File: config.mk
export PLATFORM = sky130hd
export DESIGN_NAME = twist_ring_gen
export DESIGN_NICKNAME = d
export VERILOG_FILES = /design/src/rtl/seqgen_pkg.sv /design/src/rtl/seq_legal.sv /design/src/rtl/seq_shift.sv /design/src/rtl/seq_decode.sv /design/src/rtl/twist_ring_gen.sv
export SDC_FILE = /design/constraint.sdc
export NUM_CORES = 1
export LEC_CHECK = 0
export BUFFER_PORTS_ARGS = -buffer_cell sky130_fd_sc_hd__buf_2
export CAP_MARGIN = 25
export CORE_UTILIZATION = 30
export CTS_CLUSTER_DIAMETER = 60
export DETAILED_ROUTE_END_ITERATION = 8
export MAX_ROUTING_LAYER = met4
export RECOVER_POWER = 25
export SLEW_MARGIN = 40
export SYNTH_ARGS = -nofsm -noshare
export SYNTH_HDL_FRONTEND = slang
export SYNTH_HIERARCHICAL = 1
export SYNTH_SLANG_ARGS = --single-unit
File: constraint.sdc
create_clock -name clk -period 5.3 [get_ports clk]
set_input_delay 0.265 -clock clk [delete_from_list [all_inputs] [get_ports clk]]
set_output_delay 0.265 -clock clk [all_outputs]
set_load 0.005 [all_outputs]
File: src/rtl/seqgen_pkg.sv
package seqgen_pkg;

    typedef enum logic {
        SEQ_RING  = 1'b0,
        SEQ_TWIST = 1'b1
    } seq_mode_e;

    typedef enum logic [1:0] {
        ACT_HOLD  = 2'd0,
        ACT_SHIFT = 2'd1,
        ACT_INIT  = 2'd2
    } seq_act_e;

    function automatic seq_act_e pick_action(
        input logic      rst,
        input logic      en,
        input seq_mode_e req_mode,
        input seq_mode_e cur_mode,
        input logic      legal
    );
        if (rst || req_mode != cur_mode || !legal) return ACT_INIT;
        if (en) return ACT_SHIFT;
        return ACT_HOLD;
    endfunction

endpackage

File: src/rtl/seq_legal.sv
module seq_legal
    import seqgen_pkg::*;
#(
    parameter int STAGES = 4
) (
    input  logic [STAGES-1:0] pat,
    input  seq_mode_e         cur_mode,
    output logic              legal
);
    localparam int EDGES = STAGES - 1;

    logic [EDGES-1:0] boundary;

    generate
        for (genvar i = 0; i < EDGES; i++) begin : g_bnd
            assign boundary[i] = pat[i] ^ pat[i+1];
        end
    endgenerate

    always_comb begin
        if (cur_mode == SEQ_RING) legal = ($countones(pat) == 1);
        else                      legal = ($countones(boundary) <= 1);
    end

endmodule

File: src/rtl/seq_shift.sv
module seq_shift
    import seqgen_pkg::*;
#(
    parameter int STAGES = 4
) (
    input  logic              clk,
    input  logic              rst,
    input  logic              en,
    input  seq_mode_e         req_mode,
    input  seq_act_e          act,
    output logic [STAGES-1:0] q,
    output seq_mode_e         cur_mode,
    output logic              primed
);
    localparam logic [STAGES-1:0] RING_SEED  = {{(STAGES-1){1'b0}}, 1'b1};
    localparam logic [STAGES-1:0] TWIST_SEED = '0;

    logic [STAGES-1:0] fed;

    always_comb begin
        fed = {q[STAGES-2:0], q[STAGES-1]};
        if (cur_mode == SEQ_TWIST) fed[0] = ~q[STAGES-1];
    end

    always_ff @(posedge clk) begin
        if (rst) primed <= 1'b1;
        unique case (act)
            ACT_INIT: begin
                q        <= (req_mode == SEQ_RING) ? RING_SEED : TWIST_SEED;
                cur_mode <= req_mode;
            end
            ACT_SHIFT: q <= fed;
            default:   q <= q;
        endcase
    end

    assert_hold_R5: assert property (@(posedge clk) disable iff (rst)
        (primed && !en && req_mode == cur_mode) |=> $stable(q));

    assert_one_step_R4: assert property (@(posedge clk) disable iff (rst)
        (primed && en && req_mode == cur_mode && cur_mode == SEQ_TWIST)
        |=> $countones(q ^ $past(q)) == 1);

    assert_mode_seed_R6: assert property (@(posedge clk) disable iff (rst)
        (primed && req_mode != cur_mode)
        |=> q == ((cur_mode == SEQ_RING) ? RING_SEED : TWIST_SEED));

    assert_ring_move_R3: assert property (@(posedge clk) disable iff (rst)
        (primed && en && req_mode == cur_mode && cur_mode == SEQ_RING)
        |=> q == {$past(q[STAGES-2:0]), $past(q[STAGES-1])});

endmodule

File: src/rtl/seq_decode.sv
module seq_decode
    import seqgen_pkg::*;
#(
    parameter int STAGES = 4
) (
    input  logic [STAGES-1:0]   q,
    input  seq_mode_e           cur_mode,
    input  logic                primed,
    input  logic                clk,
    input  logic                rst,
    output logic [2*STAGES-1:0] strobe
);
    localparam int NSTATE = 2 * STAGES;

    logic [NSTATE-1:0] ring_s;
    logic [NSTATE-1:0] twist_s;

    generate
        for (genvar k = 0; k < NSTATE; k++) begin : g_state
            if (k < STAGES) begin : g_ring_on
                assign ring_s[k] = q[k];
            end else begin : g_ring_off
                assign ring_s[k] = 1'b0;
            end

            if (k == 0) begin : g_zero
                assign twist_s[k] = ~q[0] & ~q[STAGES-1];
            end else if (k < STAGES) begin : g_fill
                assign twist_s[k] = q[k-1] & ~q[k];
            end else if (k == STAGES) begin : g_full
                assign twist_s[k] = q[0] & q[STAGES-1];
            end else begin : g_drain
                assign twist_s[k] = ~q[k-STAGES-1] & q[k-STAGES];
            end
        end
    endgenerate

    assign strobe = (cur_mode == SEQ_TWIST) ? twist_s : ring_s;

    assert_single_strobe_R8: assert property (@(posedge clk) disable iff (rst)
        primed |-> $onehot(strobe));

    assert_ring_upper_quiet_R7: assert property (@(posedge clk) disable iff (rst)
        (primed && cur_mode == SEQ_RING) |-> strobe[NSTATE-1:STAGES] == '0);

endmodule

File: src/rtl/twist_ring_gen.sv
module twist_ring_gen
    import seqgen_pkg::*;
#(
    parameter int STAGES = 4
) (
    input  logic                clk,
    input  logic                rst,
    input  logic                en,
    input  logic                mode,
    output logic [STAGES-1:0]   stage_q,
    output logic [2*STAGES-1:0] strobe
);
    seq_mode_e req_mode;
    seq_mode_e cur_mode;
    seq_act_e  act;
    logic      legal;
    logic      primed;

    assign req_mode = seq_mode_e'(mode);

    seq_legal #(.STAGES(STAGES)) u_legal (
        .pat      (stage_q),
        .cur_mode (cur_mode),
        .legal    (legal)
    );

    assign act = pick_action(rst, en, req_mode, cur_mode, legal);

    seq_shift #(.STAGES(STAGES)) u_shift (
        .clk      (clk),
        .rst      (rst),
        .en       (en),
        .req_mode (req_mode),
        .act      (act),
        .q        (stage_q),
        .cur_mode (cur_mode),
        .primed   (primed)
    );

    seq_decode #(.STAGES(STAGES)) u_decode (
        .q        (stage_q),
        .cur_mode (cur_mode),
        .primed   (primed),
        .clk      (clk),
        .rst      (rst),
        .strobe   (strobe)
    );

    assert_pattern_legal_R9: assert property (@(posedge clk) disable iff (rst)
        primed |-> legal);

    assert_ring_seed_R1: assert property (@(posedge clk) disable iff (1'b0)
        (rst && mode == 1'b0) |=> stage_q == {{(STAGES-1){1'b0}}, 1'b1});

    assert_twist_seed_R2: assert property (@(posedge clk) disable iff (1'b0)
        (rst && mode == 1'b1) |=> stage_q == '0);

endmodule

## Word-level counts from Yosys, hierarchy flattened

Index checks and enable logic that the tools add are counted.

| operators by class | value |
|---|---|
| multiplexer cells | 12 |
| eq/ne operators | 4 |
| magnitude comparators | 1 |
| bitwise gates (word level) | 15 |
| reduce and logical (&&, ||, !) cells | 4 |
| $add $sub $neg | 5 |

Operator list:

| operator | count |
|---|---|
| $add A32 B1 Y32 | 1 |
| $add A32 B32 Y32 | 1 |
| $eq A32 B2 Y1 const B | 1 |
| $le A32 B2 Y1 const B | 1 |
| $and A1 B1 Y1 | 8 |
| $mux W2 | 4 |
| $mux W8 | 1 |
| $pmux W4 S2 | 1 |
| $add A1 B1 Y2 | 3 |
| $mux W1 | 6 |
| $not A1 Y1 | 4 |
| $xor A1 B1 Y1 | 3 |
| $eq A2 B1 Y1 const B | 1 |
| $eq A2 B2 Y1 const B | 1 |
| $logic_or A1 B1 Y1 | 2 |
| $reduce_bool A2 Y1 | 1 |
| $logic_not A1 Y1 | 1 |
| $ne A1 B1 Y1 | 1 |

| storage, ports and cells | value |
|---|---|
| register bits after elaboration | 5 |

## Logic depth before layout (Yosys ltp)

| depth | value |
|---|---|
| depth in word-level cells | 13 |
| gate-level depth with buffers | 9 |

## Cells and area by module

Netlist, hierarchy kept.

By module, submodules not included:

| module | cells each | sequential area each (sq um) | area an instance (sq um) | instances |
|---|---|---|---|---|
| seq_shift | 17 | 150.1 | 235.2 | 1 |
| seq_legal | 11 | 0.0 | 117.6 | 1 |
| seq_decode | 15 | 0.0 | 100.1 | 1 |
| twist_ring_gen | 3 | 0.0 | 26.3 | 1 |

## Least setup slack after synthesis

No wires, ideal clock.

| timing | value |
|---|---|
| kind | reg2reg |
| start point | register u_shift.q[2] |
| end point | register u_shift.q[0] (enable) |
| slack | 2.580 ns |
| period minus slack after synthesis | 2.720 ns |
| data required time | 4.996 ns |
| arrival | 2.416 ns |
| cell stages (with the launch flop) | 9 |
| cell sequence | edfxtp_1 > ha_1 > ha_1 > fa_1 > o41ai_2 > and4b_1 > inv_1 > ha_1 > inv_1 |

| between the ends | value |
|---|---|
| cells in the longest elaborated chain, start to end | 11 |
| elaborated cells between the ends (all ways) | 16 |

RTL lines:

| item | line | RTL |
|---|---|---|
| start, declared | seq_shift.sv:11 | `output logic [STAGES-1:0] q,` |
| start signal, assigned | seq_shift.sv:29 | `q <= (req_mode == SEQ_RING) ? RING_SEED : TWIST_SEED;` |
| start signal, assigned | seq_shift.sv:33 | `default: q <= q;` |
| $xor A1 B1 Y1 | seq_legal.sv:16 | `assign boundary[i] = pat[i] ^ pat[i+1];` |
| $add A1 B1 Y2 (implied by the code) | seq_legal.sv:22 | `else legal = ($countones(boundary) <= 1);` |
| $add A32 B1 Y32 (implied by the code) | seq_legal.sv:22 |  |
| $le A32 B2 Y1 | seq_legal.sv:22 |  |
| $mux W1 (*) | seq_legal.sv:21 | `if (cur_mode == SEQ_RING) legal = ($countones(pat) == 1);` |
| via legal | twist_ring_gen.sv:16 | `logic legal;` |
| $logic_not A1 Y1 (*) | seqgen_pkg.sv:21 | `if (rst \|\| req_mode != cur_mode \|\| !legal) return ACT_INIT;` |
| $logic_or A1 B1 Y1 (*) | seqgen_pkg.sv:21 |  |
| $mux W1 (*) | seqgen_pkg.sv:21 |  |
| $mux W2 (*) | seqgen_pkg.sv:22 | `if (en) return ACT_SHIFT;` |
| via act[0] | twist_ring_gen.sv:15 | `seq_act_e act;` |
| $eq A2 B2 Y1 or $eq A2 B1 Y1 (tied branches) | seq_shift.sv:27 | `unique case (act)` |
| $reduce_bool A2 Y1 (no line) (*) | - |  |

Mark *: on every way through the listed nets, which the timed path passes. The rest lies on a longest branch.
A chain may end at the register's enable or synchronous reset.

## Worst setup path in the final report

| timing | value |
|---|---|
| start point | register u_shift.q[1] |
| end point | register u_shift.q[0] (enable) |

The elaborated chain is that of the path after synthesis.

==> flow_metrics.py <==
metrics = {
    "status": {
        "status": "completed",
    },
    "floorplanning": {
        "die_x_um": 41.5,
        "num_rows": 13,
        "ios": 16,
        "core_area_um2": 1380,
        "die_area_um2": 1720,
        "dieHeight_um": 41.5,
        "start_util_pct": 33.8,
    },
    "global_routing": {
        "antenna_found_initial": 0,
        "grt_use_total_pct": 10.7,
        "grt_start_max_net_pins": 16,
        "grt_overflow": 0,
        "grt_pass1_wl_um": 1350,
        "first_global_vias": 319,
    },
    "setup_path": {
        "critPathMaxFanout": 8,
        "r2r_cells": 8,
        "cp-start-kind": "flip-flop",
        "end_kind": "flip-flop",
        "rr_startpoint": "u_shift/q[1]",
        "crit_type": "reg2reg",
        "worstReg2RegEnd": "u_shift/q[0]",
        "reg2reg_setup_slack_ps": 2410,
        "worstPathRequired_ps": 5230,
        "cp.arrival_ps": 2830,
    },
    "detailed_routing": {
        "drtIter0Drc": 8,
        "viasPerCell": 4.70,
        "num_vias": 362,
        "route.detailed.drc": 0,
        "totalWireLength_um": 791,
        "routedWlPerCell_um": 10.3,
        "detailedRoute.firstPassIterationCount": 4,
        "antenna_left": 0,
    },
    "sta": {
        "fin_crit_sh_pct": 54.5,
        "hold_viol_final": 0,
        "slew_viol_final": 0,
        "finalSetupTns_ps": 0,
        "fin_skew_ps": 2.86,
        "max_freq_mhz": 346,
        "rsz0062_at_grt": "no",
        "relSlewSlack_pct": 68.3,
        "min_period_ps": 2890,
        "setup_viol": 0,
        "tightestPinTransition_ps": 475,
    },
    "clocking": {
        "cts_resized": 0,
        "cts-root-buf": "clkbuf_4",
        "cts_hold_buf": 0,
        "htree_levels": 1,
        "ctsLongestPathBuffers": 2,
        "clkLatencyLatePin_ps": 240,
        "cts_made_buffers": 3,
        "cts_tree": "built",
        "cts_sinks": 5,
        "clkTransAtPathRegs_ps": 40,
        "cts_setup_buffers": 0,
    },
    "placed_design": {
        "io_buffer_count": 15,
        "gp_congestion": 0.673,
        "dp_hpwl_um": 601,
        "place_area_um2": 554,
    },
    "power_and_ir_drop": {
        "ir_worst_vdd_mv": 0.218,
        "power_density_nw_per_um2": 589,
        "p_leak_nw": 0.298,
    },
    "hold_path": {
        "hp-start": "mode",
        "hold_end": "u_shift/cur_mode",
        "worstHoldPathType": "in2reg",
        "hold-path-cell-count": 1,
    },
    "logic_synthesis": {
        "syn-cell-area_um2": 468,
        "synth_area_per_cell_um2": 10.6,
        "synth_fp_nets": 55,
        "synth_cells": 44,
        "yosysWarningCount": 6,
    },
    "cells_and_area": {
        "drive_above_1_share_pct": 32.3,
        "area_growth_pct": 23.5,
        "num-nets-final": 74,
        "n_fill_cell": 146,
        "n_antenna_cell": 0,
        "post-route-cell-area_um2": 578,
    },
    "job": {
        "maxCapViolCount": 0,
    },
}
-- power breakdown --
part | internal, W | leakage [nW] | switching [W]
Combinational | 0.0000967 | 0.228 | 0.0000909
Sequential | 0.0000687 | 0.0550 | 0.0000415
Clock | 0.0000284 | 0.0150 | 0.0000143
-- per-stage QoR --
| stage | worst slack, ps | instances | power [W] | utilization [%] | hold slack (ps) |
|---|---|---|---|---|---|
| floorplan | 2580 | 44 | 0.000238 | - | 364 |
| global route | 2220 | 77 | 0.000386 | 41.8 | 311 |
| global placement | 2420 | 73 | 0.000296 | 40.1 | 480 |
| finish | 2410 | 77 | 0.000340 | 41.8 | 286 |
| detailed placement | 2380 | 73 | 0.000304 | 40.1 | 486 |
| CTS | 2380 | 77 | 0.000349 | 42.0 | 238 |
-- worst max path at each step --
stage                       startpoint            to  slack [ps]  cells past startpoint
after floorplan           u_shift/q[2]  u_shift/q[0]        2580                      8
after global placement    u_shift/q[1]  u_shift/q[1]        2420                      8
after detailed placement  u_shift/q[1]  u_shift/q[1]        2380                      8
after CTS                 u_shift/q[1]  u_shift/q[0]        2380                      8
after global routing      u_shift/q[2]  u_shift/q[0]        2220                      8
final                     u_shift/q[1]  u_shift/q[0]        2410                      8
-- per-layer routing --
layer | GRT usage, % | share of wire [%] | up-vias
met5 | - | 0 | -
met4 | 1.94 | 0 | 0
met3 | 5.22 | 9.2 | 0
met2 | 17.2 | 42 | 20
met1 | 12.2 | 48 | 158
li1 | - | - | 184
-- cells in the final DEF, fill, tap and decap left out, drive strengths merged, types with 2 or more instances in the layout --
cell type  instances
nor2               2
and3b              2
and2               3
mux2i              3
buf               13
nand2              4
nand3b             2
inv                7
ha                 5
edfxtp             5
xnor2              3
clkbuf             6
fa                 2
-- cell type report --
class / instances / area [um2] / share of cell area, %
repair buffers: 15 / 72.6 / 12.6
multi-input cells: 31 / 284 / 49.1
well taps: 15 / 18.8 / 3.25
flip-flops and latches: 5 / 150 / 26.0
inverters: 7 / 26.3 / 4.55
clock buffers: 4 / 26.3 / 4.55
-- sequential cells by signal, indices dropped and copies added (netlist names) --
signal            count
u_shift/cur_mode      1
u_shift/q             4
-- critical path, stage by stage (launching register included) --
cell and delay, ps:
edfxtp_1 520, ha_1 350, ha_1 210, fa_1 460, o41ai_2 320, and4b_1 260, inv_1 50, ha_1 280
inv_1 140
(Power assumes the default switching activity.)
